### src/rtl/ata_poll_pkg.sv
package ata_poll_pkg;
  localparam int SW       = 8;
  localparam int BIT_BUSY = 7;
  localparam int BIT_RDY  = 6;
  localparam int BIT_DREQ = 3;
  localparam int BIT_ERR  = 0;

  typedef enum logic [1:0] {
    RES_BUSY = 2'b00,
    RES_OK   = 2'b01,
    RES_ERR  = 2'b10,
    RES_TMO  = 2'b11
  } poll_res_e;

  typedef enum logic [1:0] {
    ST_IDLE = 2'b00,
    ST_STAT = 2'b01,
    ST_ALT  = 2'b10
  } poll_st_e;
endpackage

### src/rtl/poll_tick_timer.sv
module poll_tick_timer #(
  parameter int TW = 16
) (
  input  logic          clk,
  input  logic          rst_n,
  input  logic          load,
  input  logic [TW-1:0] load_val,
  input  logic          tick,
  output logic          zero
);
  logic [TW-1:0] cnt_q, cnt_d;
  logic          cnt_en;

  always_comb begin
    cnt_en = load || (tick && (cnt_q != '0));
    cnt_d  = load ? load_val : cnt_q - 1'b1;
  end

  always_ff @(posedge clk or negedge rst_n) begin
    if (!rst_n)      cnt_q <= '0;
    else if (cnt_en) cnt_q <= cnt_d;
  end

  assign zero = (cnt_q == '0);

  // count steps down by one per tick, never wraps below zero
  a_r5_step_down: assert property (@(posedge clk) disable iff (!rst_n)
    (!load && tick && !zero) |=> (cnt_q == $past(cnt_q) - 1'b1));
  a_r5_no_underflow: assert property (@(posedge clk) disable iff (!rst_n)
    (!load && zero) |=> zero);
endmodule

### src/rtl/poll_status_judge.sv
module poll_status_judge
  import ata_poll_pkg::*;
(
  input  logic [SW-1:0] stat,
  input  logic [SW-1:0] mask,
  output logic          is_err,
  output logic          is_ready
);
  logic mask_hit;

  always_comb begin
    is_err   = stat[BIT_ERR];
    mask_hit = (mask == '0) || ((stat & mask) != '0);
    is_ready = !stat[BIT_BUSY] && mask_hit;
  end
endmodule

### src/rtl/ata_stat_poll.sv
module ata_stat_poll
  import ata_poll_pkg::*;
#(
  parameter int TW = 16
) (
  input  logic          clk,
  input  logic          rst_n,
  input  logic          start,
  input  logic [7:0]    wait_mask,
  input  logic [TW-1:0] timeout_ticks,
  input  logic          tick,
  output logic          rd_req,
  output logic          rd_alt,
  input  logic          rd_ack,
  input  logic [7:0]    rd_data,
  output logic          busy,
  output logic          done,
  output logic [1:0]    result
);
  logic [1:0] rst_sync_q;
  logic       rst_ni;

  always_ff @(posedge clk or negedge rst_n) begin
    if (!rst_n) rst_sync_q <= 2'b00;
    else        rst_sync_q <= {rst_sync_q[0], 1'b1};
  end
  assign rst_ni = rst_sync_q[1];

  poll_st_e      state_q, state_d;
  logic [SW-1:0] mask_q, mask_d;
  poll_res_e     res_q, res_d;
  logic          done_q, done_d;
  logic          tmr_load, tmr_zero;
  logic          st_err, st_ready;

  poll_tick_timer #(.TW(TW)) u_timer (
    .clk      (clk),
    .rst_n    (rst_ni),
    .load     (tmr_load),
    .load_val (timeout_ticks),
    .tick     (tick),
    .zero     (tmr_zero)
  );

  poll_status_judge u_judge (
    .stat     (rd_data),
    .mask     (mask_q),
    .is_err   (st_err),
    .is_ready (st_ready)
  );

  always_comb begin
    state_d  = state_q;
    mask_d   = mask_q;
    res_d    = res_q;
    done_d   = 1'b0;
    tmr_load = 1'b0;
    unique case (state_q)
      ST_IDLE: if (start) begin
        state_d  = ST_STAT;
        mask_d   = wait_mask;
        res_d    = RES_BUSY;
        tmr_load = 1'b1;
      end
      ST_STAT: if (rd_ack) begin
        if (st_err) begin
          res_d = RES_ERR; done_d = 1'b1; state_d = ST_IDLE;
        end else if (tmr_zero) begin
          res_d = RES_TMO; done_d = 1'b1; state_d = ST_IDLE;
        end else if (st_ready) begin
          state_d = ST_ALT;
        end
      end
      ST_ALT: if (rd_ack) begin
        res_d = RES_OK; done_d = 1'b1; state_d = ST_IDLE;
      end
      default: state_d = ST_IDLE;
    endcase
  end

  always_ff @(posedge clk or negedge rst_ni) begin
    if (!rst_ni) begin
      state_q <= ST_IDLE;
      mask_q  <= '0;
      res_q   <= RES_BUSY;
      done_q  <= 1'b0;
    end else begin
      state_q <= state_d;
      mask_q  <= mask_d;
      res_q   <= res_d;
      done_q  <= done_d;
    end
  end

  assign busy   = (state_q != ST_IDLE);
  assign rd_req = busy;
  assign rd_alt = (state_q == ST_ALT);
  assign done   = done_q;
  assign result = res_q;

  // done lasts one cycle; outcome held while idle without start
  a_r7_done_pulse: assert property (@(posedge clk) disable iff (!rst_n)
    done |=> !done);
  a_r7_result_hold: assert property (@(posedge clk) disable iff (!rst_n)
    (!busy && !start) |=> $stable(result));
  // no read requested while idle
  a_r2_idle_quiet: assert property (@(posedge clk) disable iff (!rst_n)
    !busy |-> !rd_req);
  // error flag on a status read ends the wait with error
  a_r4_err_abort: assert property (@(posedge clk) disable iff (!rst_n)
    (rd_req && !rd_alt && rd_ack && rd_data[BIT_ERR]) |=> (done && result == RES_ERR));
  // ok only follows a completed alternate-status read
  a_r6_alt_first: assert property (@(posedge clk) disable iff (!rst_n)
    (done && result == RES_OK) |-> $past(rd_alt && rd_ack));
endmodule

### config.mk
export PLATFORM = sky130hd
export DESIGN_NAME = ata_stat_poll
export DESIGN_NICKNAME = d
export VERILOG_FILES = /design/src/rtl/ata_poll_pkg.sv /design/src/rtl/poll_tick_timer.sv /design/src/rtl/poll_status_judge.sv /design/src/rtl/ata_stat_poll.sv
export SDC_FILE = /design/constraint.sdc
export NUM_CORES = 1
export LEC_CHECK = 0
export ABC_CLOCK_PERIOD_IN_PS = 1100
export BUFFER_PORTS_ARGS = -buffer_cell sky130_fd_sc_hd__buf_2
export CORE_MARGIN = 5
export CORE_UTILIZATION = 40
export CTS_BUF_LIST = sky130_fd_sc_hd__clkbuf_4 sky130_fd_sc_hd__clkbuf_8
export CTS_CLUSTER_DIAMETER = 80
export DETAILED_ROUTE_END_ITERATION = 8
export GPL_TIMING_DRIVEN = 0
export PLACE_DENSITY = 0.73
export SLEW_MARGIN = 20
export SYNTH_ARGS = -nofsm -noshare
export SYNTH_HDL_FRONTEND = slang
export SYNTH_SLANG_ARGS = --single-unit
### constraint.sdc
create_clock -name clk -period 1.1 [get_ports clk]
set_input_delay 0.11 -clock clk [delete_from_list [all_inputs] [get_ports clk]]
set_output_delay 0.11 -clock clk [all_outputs]
set_load 0.1 [all_outputs]
Word level (Yosys, flattened, before mapping)
Cells that the tools add are included.
- add/sub/neg operators: 1
- eq/ne operators: 7
- bitwise operators: 1
- multiplexer cells: 21
- reduce and logical (&&, ||, !) cells: 15
- operators with widths (cell ; count):
    2-bit two-way mux ; 11
    16-bit zero test ; 1
    16-bit two-way mux ; 1
    16-bit nonzero test ; 1
    16-bit by 1-bit subtractor with 16-bit output, second input constant ; 1
    2-bit one-hot mux with 3 select lines ; 2
    8-bit AND ; 1
    8-bit zero test ; 1
    8-bit nonzero test ; 1
    1-bit two-way mux ; 6
    5-bit AND reduction ; 1
    2-bit inequality test, second input constant ; 2
    4-bit inequality test, second input constant ; 1
    4-bit AND reduction ; 1
    3-bit inequality test, second input constant ; 1
    3-bit nonzero test ; 1
    2-bit by 1-bit == test with 1-bit output, second input constant ; 1
    2-bit == test, second input constant ; 1
    1-bit logical AND ; 2
    2-bit zero test ; 1
    1-bit logical OR ; 2
    2-bit by 1-bit inequality test with 1-bit output, second input constant ; 1
    1-bit one-hot mux with 2 select lines ; 1
    2-bit AND reduction ; 1
    2 further kinds ; 2
- output and inout bits: 6
- bits in registers: 31
- word-level logic and storage cells: 51

Longest topological paths before layout
- word-level depth: 9
- depth in mapped cells: 7
- mapped depth without buffers: 7

By module
A second synthesis with hierarchy kept.
- cells, all modules: 192
- area total of the unflattened synthesis: 1841.8 um2
- modules (own cells, without submodules) (module ; times used ; area an instance (um2) ; cells each):
    poll_tick_timer ; 1 ; 1063.5 ; 124
    ata_stat_poll ; 1 ; 713.2 ; 59
    poll_status_judge ; 1 ; 65.1 ; 9

Worst setup path after synthesis
Ideal clock, no wire load.
- kind: flip-flop to flip-flop
- start point: register state_q[0]
- end point: register state_q[0]
- buffers on the path: 0
- slack: -1.032 ns
- arrival time: 2.036 ns
- cell stages (with the launch flop): 8
- setup time: 0.095 ns
- period minus slack after synthesis: 2.132 ns
- data required time: 1.005 ns
- path through: dfrtp_1 inv_1 ha_1 inv_1 o22ai_1 a311oi_1 o21ai_1 o31ai_1
- elaborated cells on any way between the ends: 9
- those cells by class: eq/ne (6); mux (1); reduce/logical (2)
- RTL lines (item ; RTL line ; source):
    from (decl) ; ata_stat_poll.sv:29 ; poll_st_e state_q, state_d;
    from (signal assigned) ; ata_stat_poll.sv:88 ; state_q <= state_d;
    2-bit == test, or another cell as far along ; ata_stat_poll.sv:58 ; unique case (state_q)
    2-bit one-hot mux with 3 select lines (*) ; ata_stat_poll.sv:58 ;
    via state_d[0] ; ata_stat_poll.sv:29 ;
The timed path passes the listed nets; every way through them passes the cells marked *.
A chain may end at the register's enable or synchronous reset.

Final worst setup path
- start point: register u_timer.cnt_q[1]
- end point: register u_timer.cnt_q[4]
- longest elaborated chain between the ends: 3
- elaborated cells on any way between the ends: 5
- those cells by class: add/sub (1); mux (1); reduce/logical (3)
- RTL lines (item ; RTL line ; source):
    from (decl) ; poll_tick_timer.sv:11 ; logic [TW-1:0] cnt_q, cnt_d;
    from (signal assigned) ; poll_tick_timer.sv:21 ; else if (cnt_en) cnt_q <= cnt_d;
    parallel branches: the longest is 3 deep, another holds 16-bit by 1-bit subtractor with 16-bit output ; -- ;
Several ways; the timed one is not identified.

==> results.yml <==
outcome:
  status: "finished with violations"
  violations: "setup timing"
sta:
  tns_ns: -15.48
  slew_violations: 0
  fin_ws_ns: -0.6302
  hold_violations: 0
  tightest_slew_ns: 0.6441
  period_share_pct: 157.3
  clock-skew-final_ns: 0.004928
  setup_violations: 32
  rsz0062_at_grt: "yes"
  fin_crit_ns: 1.730
  slew-limit-headroom_pct: 57.06
  fmax_mhz: 578.0
global_route:
  antenna_found_initial: 0
  grt_start_max_net_pins: 30
  grt_pass1_vias: 1643
  grt_usage_pct: 18.58
  grt_overflow_total: 0
  grt_pass1_wl_um: 7762
yosys:
  yosys-top-cells-count: "31 x dfrtp_1, 27 x nor2_1, 18 x a21oi_1, 12 x nand2_1"
  synth_seq_cells: 31
  synth-main-ff-cell: "dfrtp_1"
  synth_area_leaders: "dfrtp_1 45%, nor2_1 5.9%, a21oi_1 5.3%, mux2_2 5.3%, ha_1 4.4%"
  syn_nets: 214
  synth_most_common_cell: "dfrtp_1"
  synth_largest_area_cell: "dfrtp_1"
  syn_area_mm2: 0.001705
  synth-async-reset-ratio_pct: 100.0
  yosysWarnings: 0
  ys_types: 39
  ys_seq_area_share_pct: 45.49
  synth_top_area_share_pct: 45.49
  synthCells: 171
  avgSynthCellArea_um2: 9.973
  synth_edf_count: 0
pwr:
  power.switching_w: 0.003418
  internal_power_w: 0.004181
  p_seq_share_pct: 31.1
  irDropWorstVdd_mv: 1.224
  powerDensity_mw_per_mm2: 2818
  switching_share_pct: 44.98
  leakagePower_nw: 1.183
  clkPwrFrac_pct: 13.5
  combPwrFrac_pct: 55.4
critical_path:
  critical_path_required_ns: 1.28
  worst_ep_arrival_time_ns: 1.91
  ff2ff_setup_slack_ns: -0.63
  r2r-end: "u_timer.cnt_q[4]"
  path_max_fanout: 5
  cp-endpoint: "u_timer.cnt_q[4]"
  startpoint: "u_timer.cnt_q[1]"
  r2r_cells: 7
  r2r-start: "u_timer.cnt_q[1]"
  crit_type: "reg2reg"
  end_kind: "flop"
  start_kind: "flop"
finish:
  regArea_um2: 783.3
  fin_nets: 294
  post-route-util_pct: 66.45
  syn_to_final_growth_pct: 58.11
  fill_cells: 283
  drive_gt1_share_pct: 53.57
  antennaDiodeCount: 0
  multi_input_area_mm2: 0.001134
  instances_no_fill: 302
routing:
  vias_per_cell: 5.381
  drt_iter0_drc: 120
  num_vias: 1625
  drt_pass1_iterations: 4
  routed_wl_um: 5290
  postRouteAntennaNets: 0
  wl_per_cell_um: 17.52
  route.detailed.drc: 0
floorplanning:
  ioPinCount: 43
  fp.coreArea_mm2: 0.004058
  fp-row-count: 23
  start_util_pct: 42.03
  die-area_mm2: 0.005669
  die_x_um: 75.30
  die_h_um: 75.30
hold_path:
  hold_path_class: "in2reg"
  hp-start: "wait_mask[7]"
job:
  drv_cap: 0
clock_tree:
  cts-buffers-inserted: 5
  htree_levels: 2
  clock_latency_ns: 0.29
  cts_root_buffer: "clkbuf_8"
  clockBufferDepth: 2
  cts_tree: "built"
  clock_sinks: 31
  clk_pin_slew_ns: 0.07
placed_design:
  io_buffers: 42
  place_inst: 263
  post-dp-hpwl_um: 2901
  pre_cts_ws_ns: -0.6057
  routabilityCongestion: 0.8411
==> layout by cell type, fill, tap and decap left out, types with 2 or more instances in the layout <==
cell type,n
nand3_2,2
dfrtp_1,25
a31oi_1,2
buf_2,36
xor2_1,8
nand4_4,2
ha_1,2
xnor2_1,4
inv_1,3
buf_4,23
buf_6,9
nand2_1,10
nor4_1,2
mux2i_1,2
nor2_4,2
dfrtp_2,6
inv_2,4
nor4_4,2
nor2_2,2
nor4b_4,2
mux2_2,4
clkbuf_2,3
a21oi_1,17
clkbuf_8,7
clkinvlp_4,2
nand4_1,7
buf_12,2
nand2_2,2
buf_8,4
mux2_4,4
nor2_1,23
ha_4,4
==> power groups by stage <==
| stage | sequential [W] | combinational [W] | clock [W] |
|---|---|---|---|
| after floorplan | 0.00247 | 0.00203 | 0 |
| after global placement | 0.00229 | 0.00270 | 0 |
| after detailed placement | 0.00231 | 0.00277 | 0 |
| after CTS | 0.00231 | 0.00363 | 0.00103 |
| after global routing | 0.00244 | 0.00448 | 0.00107 |
| final | 0.00237 | 0.00421 | 0.00102 |
==> critical path, stage by stage (launching register included) <==
cell and delay (ns):
dfrtp_1 0.40, inv_2 0.10, ha_4 0.14, nor4b_4 0.32, nand4_4 0.23, nor3b_4 0.22, xnor2_1 0.14, a21oi_1 0.07
==> state kept, by name (all words and copies together), names as in the netlist <==
| signal | count |
|---|---|
| u_timer.cnt_q | 16 |
| mask_q | 8 |
| done | 1 |
| state_q | 2 |
| rst_sync_q | 2 |
| result | 2 |
==> worst min path at each step <==
stage | end | slack, ns | depth (start not counted)
after global placement | rst_sync_q[0] | -0.10 | 1
after floorplan | rst_sync_q[0] | -0.19 | 0
after detailed placement | rst_sync_q[0] | -0.10 | 1
after CTS | mask_q[7] | 0.05 | 2
after global routing | mask_q[4] | 0.05 | 2
final | mask_q[7] | 0.05 | 2
==> layout make-up <==
class	count	area share [%]
Multi-Input combinational cell	127	42.04
Sequential cell	31	29.05
Timing Repair Buffer	72	19.54
Clock buffer	7	3.573
Tap cell	50	2.320
Buffer	6	1.949
Inverter	8	1.253
Clock inverter	1	0.2784
==> per-layer routing <==
layer	wire [um]	vias to the layer above	GRT usage (%)
met3	356	16	5.145
li1	-	766	-
met5	0	-	0
met4	163	0	8.544
met2	2686	52	30.39
met1	2083	791	22.80
==> cell families (layout without fill, tap and decap cells) <==
logic type,count (synthesis),count (layout),share of synthesized area (%)
AOI/OAI and AO/OA,30,30,10.79
buffers and inverters,14,94,3.521
and+or+nand+nor,67,68,22.96
muxes,10,10,6.457
DFF,31,31,45.49
xor gates and xnor gates,12,12,6.163
other,1,1,0.2199
adders and majority gates,6,6,4.402
==> per-stage QoR <==
stage | total power (W) | area (um^2) | hold slack [ns]
3_5_place_dp | 0.005082 | 2079 | -0.1024
2_1_floorplan | 0.004504 | 1805 | -0.1856
6_report | 0.007599 | 2696 | 0.04609
4_1_cts | 0.006965 | 2537 | 0.04667
5_1_grt | 0.007986 | 2696 | 0.05479
3_3_place_gp | 0.004990 | 2078 | -0.1037
==> timing repair <==
action | 4_1_cts | 5_1_grt
resized for setup | 39 | 27
setup buffers | 23 | 6
pin swaps | 20 | 27
hold buffers | 1 | 0
endpoints found under the setup margin | 35 | 32
hold endpoints to repair | 2 | 0
cloned | 2 | 0
Power figures use the tool's default switching activity.
